## config.mk

```make
export PLATFORM = sky130hd
export DESIGN_NAME = feac_validator
export DESIGN_NICKNAME = d
export VERILOG_FILES = /design/src/rtl/feac_pkg.sv /design/src/rtl/feac_history.sv /design/src/rtl/feac_vote.sv /design/src/rtl/feac_irq_regs.sv /design/src/rtl/feac_validator.sv
export SDC_FILE = /design/constraint.sdc
export NUM_CORES = 1
export LEC_CHECK = 0
export ABC_AREA = 1
export BUFFER_PORTS_ARGS = -buffer_cell sky130_fd_sc_hd__buf_4
export CAP_MARGIN = 20
export CORE_UTILIZATION = 54
export DETAILED_ROUTE_END_ITERATION = 10
export PLACE_DENSITY = 0.76
export SYNTH_ARGS = -nofsm -noshare
export SYNTH_HDL_FRONTEND = slang
export SYNTH_SLANG_ARGS = --single-unit
export TNS_END_PERCENT = 5
```

## constraint.sdc

```tcl
create_clock -name clk -period 4.1 [get_ports clk]
set_input_delay 0.205 -clock clk [delete_from_list [all_inputs] [get_ports clk]]
set_output_delay 0.205 -clock clk [all_outputs]
set_load 0.1 [all_outputs]
```

## src/rtl/feac_pkg.sv

```systemverilog
package feac_pkg;
  localparam int unsigned REG_W      = 8;
  localparam int unsigned BIT_ACC_ST = 0;
  localparam int unsigned BIT_ACC_EN = 1;
  localparam int unsigned BIT_DRP_ST = 2;
  localparam int unsigned BIT_DRP_EN = 3;

  typedef enum logic {
    VS_SEARCH = 1'b0,
    VS_HOLD   = 1'b1
  } vote_state_e;
endpackage

```

## src/rtl/feac_history.sv

```systemverilog
module feac_history #(
  parameter int unsigned CODE_W = 6,
  parameter int unsigned DEPTH  = 10,
  localparam int unsigned CNT_W = $clog2(DEPTH + 1)
) (
  input  logic              clk,
  input  logic              rst_n,
  input  logic              shift_i,
  input  logic [CODE_W-1:0] code_i,
  input  logic [CODE_W-1:0] cmp_i,
  output logic [CNT_W-1:0]  match_cnt_o,
  output logic              full_o
);
  logic [CODE_W-1:0] win_q [DEPTH];
  logic [CODE_W-1:0] win_d [DEPTH];
  logic [CNT_W-1:0]  fill_q, fill_d;

  // window shift: slot 0 is newest
  always_comb win_d[0] = shift_i ? code_i : win_q[0];
  for (genvar k = 1; k < DEPTH; k++) begin : g_shift
    always_comb win_d[k] = shift_i ? win_q[k-1] : win_q[k];
  end

  always_comb begin
    fill_d = fill_q;
    if (shift_i && (fill_q < CNT_W'(DEPTH))) fill_d = fill_q + 1'b1;
  end

  always_ff @(posedge clk or negedge rst_n) begin
    if (!rst_n) begin
      fill_q <= '0;
      for (int k = 0; k < DEPTH; k++) win_q[k] <= '0;
    end else if (shift_i) begin
      fill_q <= fill_d;
      for (int k = 0; k < DEPTH; k++) win_q[k] <= win_d[k];
    end
  end

  // match count over the window as it will be after this shift
  always_comb begin
    match_cnt_o = {{(CNT_W-1){1'b0}}, (code_i == cmp_i)};
    for (int k = 0; k < DEPTH - 1; k++)
      match_cnt_o = match_cnt_o + {{(CNT_W-1){1'b0}}, (win_q[k] == cmp_i)};
  end

  assign full_o = (fill_q >= CNT_W'(DEPTH - 1));


  fill_bound_chk: assert property (@(posedge clk) disable iff (!rst_n)
    fill_q <= CNT_W'(DEPTH));
endmodule

```

## src/rtl/feac_vote.sv

```systemverilog
module feac_vote
  import feac_pkg::*;
#(
  parameter int unsigned CODE_W = 6,
  parameter int unsigned DEPTH  = 10,
  parameter int unsigned ACCEPT = 8,
  parameter int unsigned DROP   = 3,
  localparam int unsigned CNT_W = $clog2(DEPTH + 1)
) (
  input  logic              clk,
  input  logic              rst_n,
  input  logic              stb_i,
  input  logic [CODE_W-1:0] code_i,
  input  logic [CNT_W-1:0]  match_cnt_i,
  input  logic              full_i,
  output logic [CODE_W-1:0] cmp_o,
  output logic [CODE_W-1:0] held_o,
  output logic              valid_o,
  output logic              evt_acc_o,
  output logic              evt_drop_o
);
  vote_state_e       st_q, st_d;
  logic [CODE_W-1:0] held_q, held_d;
  logic [CNT_W-1:0]  miss_cnt;

  assign cmp_o    = (st_q == VS_HOLD) ? held_q : code_i;
  assign miss_cnt = CNT_W'(DEPTH) - match_cnt_i;

  always_comb begin
    st_d       = st_q;
    held_d     = held_q;
    evt_acc_o  = 1'b0;
    evt_drop_o = 1'b0;
    if (stb_i && full_i) begin
      case (st_q)
        VS_SEARCH: if (match_cnt_i >= CNT_W'(ACCEPT)) begin
          st_d      = VS_HOLD;
          held_d    = code_i;
          evt_acc_o = 1'b1;
        end
        VS_HOLD: if (miss_cnt >= CNT_W'(DROP)) begin
          st_d       = VS_SEARCH;
          evt_drop_o = 1'b1;
        end
        default: st_d = VS_SEARCH;
      endcase
    end
  end

  always_ff @(posedge clk or negedge rst_n) begin
    if (!rst_n) begin
      st_q   <= VS_SEARCH;
      held_q <= '0;
    end else if (stb_i) begin
      st_q   <= st_d;
      held_q <= held_d;
    end
  end

  assign held_o  = held_q;
  assign valid_o = (st_q == VS_HOLD);


  acc_needs_stb_chk: assert property (@(posedge clk) disable iff (!rst_n)
    $rose(valid_o) |-> $past(stb_i));

  held_stable_chk: assert property (@(posedge clk) disable iff (!rst_n)
    (valid_o && $past(valid_o)) |-> $stable(held_q));

  drop_only_held_chk: assert property (@(posedge clk) disable iff (!rst_n)
    evt_drop_o |=> !valid_o);
endmodule

```

## src/rtl/feac_irq_regs.sv

```systemverilog
module feac_irq_regs
  import feac_pkg::*;
(
  input  logic             clk,
  input  logic             rst_n,
  input  logic             wr_i,
  input  logic             rd_i,
  input  logic [REG_W-1:0] wdata_i,
  input  logic             evt_acc_i,
  input  logic             evt_drop_i,
  output logic [REG_W-1:0] rdata_o,
  output logic             irq_o
);
  logic acc_st_q, acc_st_d, drp_st_q, drp_st_d;
  logic acc_en_q, drp_en_q;

  always_comb begin
    acc_st_d = (acc_st_q & ~rd_i) | evt_acc_i;
    drp_st_d = (drp_st_q & ~rd_i) | evt_drop_i;
  end

  always_ff @(posedge clk or negedge rst_n) begin
    if (!rst_n) begin
      acc_st_q <= 1'b0;
      drp_st_q <= 1'b0;
    end else begin
      acc_st_q <= acc_st_d;
      drp_st_q <= drp_st_d;
    end
  end

  always_ff @(posedge clk or negedge rst_n) begin
    if (!rst_n) begin
      acc_en_q <= 1'b0;
      drp_en_q <= 1'b0;
    end else if (wr_i) begin
      acc_en_q <= wdata_i[BIT_ACC_EN];
      drp_en_q <= wdata_i[BIT_DRP_EN];
    end
  end

  always_comb begin
    rdata_o             = '0;
    rdata_o[BIT_ACC_ST] = acc_st_q;
    rdata_o[BIT_ACC_EN] = acc_en_q;
    rdata_o[BIT_DRP_ST] = drp_st_q;
    rdata_o[BIT_DRP_EN] = drp_en_q;
  end

  assign irq_o = (acc_st_q & acc_en_q) | (drp_st_q & drp_en_q);


  acc_sets_chk: assert property (@(posedge clk) disable iff (!rst_n)
    evt_acc_i |=> acc_st_q);

  rd_clears_chk: assert property (@(posedge clk) disable iff (!rst_n)
    (rd_i && !evt_acc_i && !evt_drop_i) |=> (!acc_st_q && !drp_st_q));

  en_hold_chk: assert property (@(posedge clk) disable iff (!rst_n)
    !wr_i |=> ($stable(acc_en_q) && $stable(drp_en_q)));
endmodule

```

## src/rtl/feac_validator.sv

```systemverilog
module feac_validator #(
  parameter int unsigned CODE_W = 6,
  parameter int unsigned DEPTH  = 10,
  parameter int unsigned ACCEPT = 8,
  parameter int unsigned DROP   = 3
) (
  input  logic              clk,
  input  logic              rst_n,
  input  logic [CODE_W-1:0] code_i,
  input  logic              code_stb_i,
  input  logic              reg_wr_i,
  input  logic              reg_rd_i,
  input  logic [7:0]        reg_wdata_i,
  output logic [7:0]        reg_rdata_o,
  output logic [CODE_W-1:0] code_o,
  output logic              code_valid_o,
  output logic              irq_o
);
  localparam int unsigned CNT_W = $clog2(DEPTH + 1);

  logic [CODE_W-1:0] cmp;
  logic [CNT_W-1:0]  match_cnt;
  logic              full, evt_acc, evt_drop;

  feac_history #(.CODE_W(CODE_W), .DEPTH(DEPTH)) u_hist (
    .clk(clk), .rst_n(rst_n), .shift_i(code_stb_i), .code_i(code_i),
    .cmp_i(cmp), .match_cnt_o(match_cnt), .full_o(full)
  );

  feac_vote #(.CODE_W(CODE_W), .DEPTH(DEPTH), .ACCEPT(ACCEPT), .DROP(DROP)) u_vote (
    .clk(clk), .rst_n(rst_n), .stb_i(code_stb_i), .code_i(code_i),
    .match_cnt_i(match_cnt), .full_i(full), .cmp_o(cmp), .held_o(code_o),
    .valid_o(code_valid_o), .evt_acc_o(evt_acc), .evt_drop_o(evt_drop)
  );

  feac_irq_regs u_regs (
    .clk(clk), .rst_n(rst_n), .wr_i(reg_wr_i), .rd_i(reg_rd_i),
    .wdata_i(reg_wdata_i), .evt_acc_i(evt_acc), .evt_drop_i(evt_drop),
    .rdata_o(reg_rdata_o), .irq_o(irq_o)
  );
endmodule

```

==> metrics <==
TritonCTS buffer count 9; GR Overflow Total 0; Layout area overhead 13.5%; slowest stage cell, crit path dfrtp_4; gpl congestion 0.778; clock period minus worst slack 4.26 ns; RSZ-0062 raised after global routing yes; 1st-iter DRT viols 179; initial antenna violation count 0; number of stages on the worst setup path 20; DP HPWL 6550 um; Layout Cells excl Fill 745; Worst-Skew Late Latency 0.35 ns; clk buf depth 2; pin count of the biggest net entering global routing 111; most used flip-flop cell after synthesis dfrtp_1; f_max 235 MHz; total power 1.75 mW; flops & latches, synth 69; Post-Route Utilization 64.6%; routed vias 3624; Worst setup EP type flop; CP max stage delay 0.52 ns; maximum VDD drop 256 uV; Max Fanout on Critical Path 7; worst hold margin -0.0301 ns; sequential share of the synthesized area 41.0%; most area-consuming cells after synthesis dfrtp_1 (41%), nand2_1 (24%), inv_1 (7.5%); share of cells above drive strength 1 15.6%; post-synthesis cell type count 27; violated checks hold timing, setup timing; FF/Latch Area 1740 um2; die area 8160 um2; worst slew pin tran 0.921 ns; Vias/cell 4.86; H-Tree Depth 3; Post-synth ARST share 100%; Worst-path clk slew 0.08 ns; ANT cells 0; Clk pwr share 27.9%; global-route wire length before repair 15400 um; TritonCTS clock tree done; die height 90.3 um; WP buf/inv 3; area leader, netlist dfrtp_1; GRT Util Overall 23.6%; first-pass iteration count of the detailed router 4; Mapped Area 4210 um2; Post-CTS Setup Inserts 0; floorplan row count 31; via count of the first global-routing pass 3446; max cap viols 0; Final ANT Viol Nets 0; Final Max Slew Viols 0; Starting Density 56.9%; Gate Count Post-Synth 603; Sum Neg Setup Slack -0.294 ns; CP arrival 4.49 ns; Worst setup SP type flop; Nets 674; Hold WC Path Type input pin to async pin; DRC Markers 0; relative slew slack 38.6%; Port Buffers 24; Setup CP Type flop to flop; overall routed net length 8980 um; Fin. Hold Viols 38; CTS root buf clkbuf_8; area of the multi-input gates 2050 um2; most common cell in the netlist nand2_1; CP top delay family adder cells; Final setup viols 2; hold_buf cts 0; P_int 1.16 mW; Net Switching 0.595 mW; outcome finished, violations left; Die Width 90.3 um; I/O pins 35; fill count 654; crit-path cells buf_4 -> nand2_1 -> nand2_4 -> nand2_2 -> nand2_1 -> nor2_1 -> nand2_1 -> nor2_2 -> ha_1 -> inv_2 -> fa_1 -> fa_1 -> fa_1 -> fa_2 -> fa_1 -> inv_1 -> nand2_1 -> nand3_2 -> nor2_2 -> o21ai_0; syn_area_per_cell 6.99 um2; Sw Share 34.0%; clk sinks 69; CP required 4.33 ns; synth warn 0; area share of the largest cell type after synthesis 41.0%; Fin Clk Skew 0.0110 ns; Post-Place Cells 729; WL per Instance 12.0 um; core area 7410 um2; Comb power frac 23.5%; final worst-path cycle share 104%; Post-synth EDFFs 0; leakage 2.58 nW; Commonest cells post-synth nand2_1 (267), inv_1 (84), dfrtp_1 (69), o21ai_0 (62), nor2_1 (31); Power Dens Cells 366 nW/um2; sequential power share 48.6%; Final WS setup -0.160 ns; Worst Reg-to-Reg Cells 20
[power groups by stage]
stage	Clock, mW	Combinational (mW)	Sequential (mW)
6_report	0.489	0.412	0.850
5_1_grt	0.527	0.477	0.863
4_1_cts	0.499	0.416	0.849
3_5_place_dp	0	0.414	0.860
3_3_place_gp	0	0.394	0.855
2_1_floorplan	0	0.308	0.841
[area by class of cell]
cell class	count	share of cell area (%)
Clock inverter	2	0.209
Tap cell	99	2.59
Timing Repair Buffer	48	8.13
Inverter	85	6.77
Multi-Input combinational cell	428	42.8
Sequential cell	69	36.3
Clock buffer	14	3.19
[worst register-to-register path: cells and delay by family, from the launching register on]
family                   cells  cell delay (ns)
adder cells (fa/ha/maj)      6             2.44
AND/OR/NAND/NOR             10             0.80
flip-flops                   1             0.52
buffers and inverters        3             0.28
AO/OA/AOI/OAI                1             0.09
[kinds of logic after synthesis]
kind of cell	after synthesis	synth area share (%)
other	1	0.0890
DFF	69	41.0
xor gates and xnor gates	2	0.416
buffers and inverters	109	11.4
and+or+nand+nor	342	33.6
muxes	1	0.267
AOI/OAI and AO/OA	65	7.99
adders and majority gates	14	5.23
[cell usage in the layout (no fill, tap or decap), types with 2 or more instances in the layout]
cell | synthesis | routed
buf_12 | 1 | 2
nand2_4 | 8 | 10
conb_1 | 1 | 4
nand3_1 | 17 | 16
ha_1 | 8 | 8
clkbuf_8 | 0 | 10
buf_4 | 9 | 45
nand2_2 | 12 | 13
xor2_1 | 2 | 2
nor2_1 | 31 | 30
dfrtp_2 | 0 | 6
nand3_2 | 1 | 2
o21ai_0 | 62 | 61
inv_1 | 84 | 83
nand2_1 | 267 | 264
dfrtp_1 | 69 | 62
clkinv_2 | 0 | 2
clkbuf_1 | 9 | 4
nand4_1 | 2 | 2
fa_1 | 6 | 5
nor2_2 | 2 | 3
[flip-flops by register name (all words and copies together) (netlist names)]
register,flops
u_vote.held_o,6
u_vote.valid_o,1
u_regs.drp_st_q,1
u_hist.fill_q,4
u_regs.acc_en_q,1
u_regs.acc_st_q,1
u_hist.win_q,54
u_regs.drp_en_q,1
[routing by layer]
metal	vias up	wire (um)	track usage, %	share of wire (%)
met5	-	0	0	0
met4	0	135	8.06	1.5
met3	11	324	4.63	3.6
met2	48	4380	39.7	49
met1	1685	4140	30.5	46
li1	1880	-	-	-
[path summary, 6_finish.rpt]
kind | startpoint | endpoint | slack (ns)
setup / recovery | u_vote.valid_o$_DFFE_PN0P_ | u_regs.drp_st_q$_DFF_PN0_ | -0.16
hold / removal | rst_n | u_hist.win_q[29]$_DFFE_PN0P_ | -0.03
setup reg to reg | u_vote.valid_o$_DFFE_PN0P_ | u_regs.drp_st_q$_DFF_PN0_ | -0.16
hold reg to reg | u_vote.held_o[2]$_DFFE_PN0P_ | u_vote.held_o[2]$_DFFE_PN0P_ | 0.50
max in group asynchronous | rst_n | u_vote.valid_o$_DFFE_PN0P_ | 3.46
min in group clk | reg_rd_i | u_regs.acc_st_q$_DFF_PN0_ | 0.04
[metrics by stage]
step	cell area [um2]	worst slack [ns]
finish	4780	-0.160
global route	4780	-0.326
CTS	4770	-0.157
detailed placement	4590	-0.165
global placement	4590	-0.0943
floorplan	4240	-0.197
[what timing repair did]
item | in CTS | in global routing
pin swaps | 0 | 3
endpoints found under the setup margin | 9 | 9
resized for setup | 5 | 5
(Power assumes the default switching activity.)
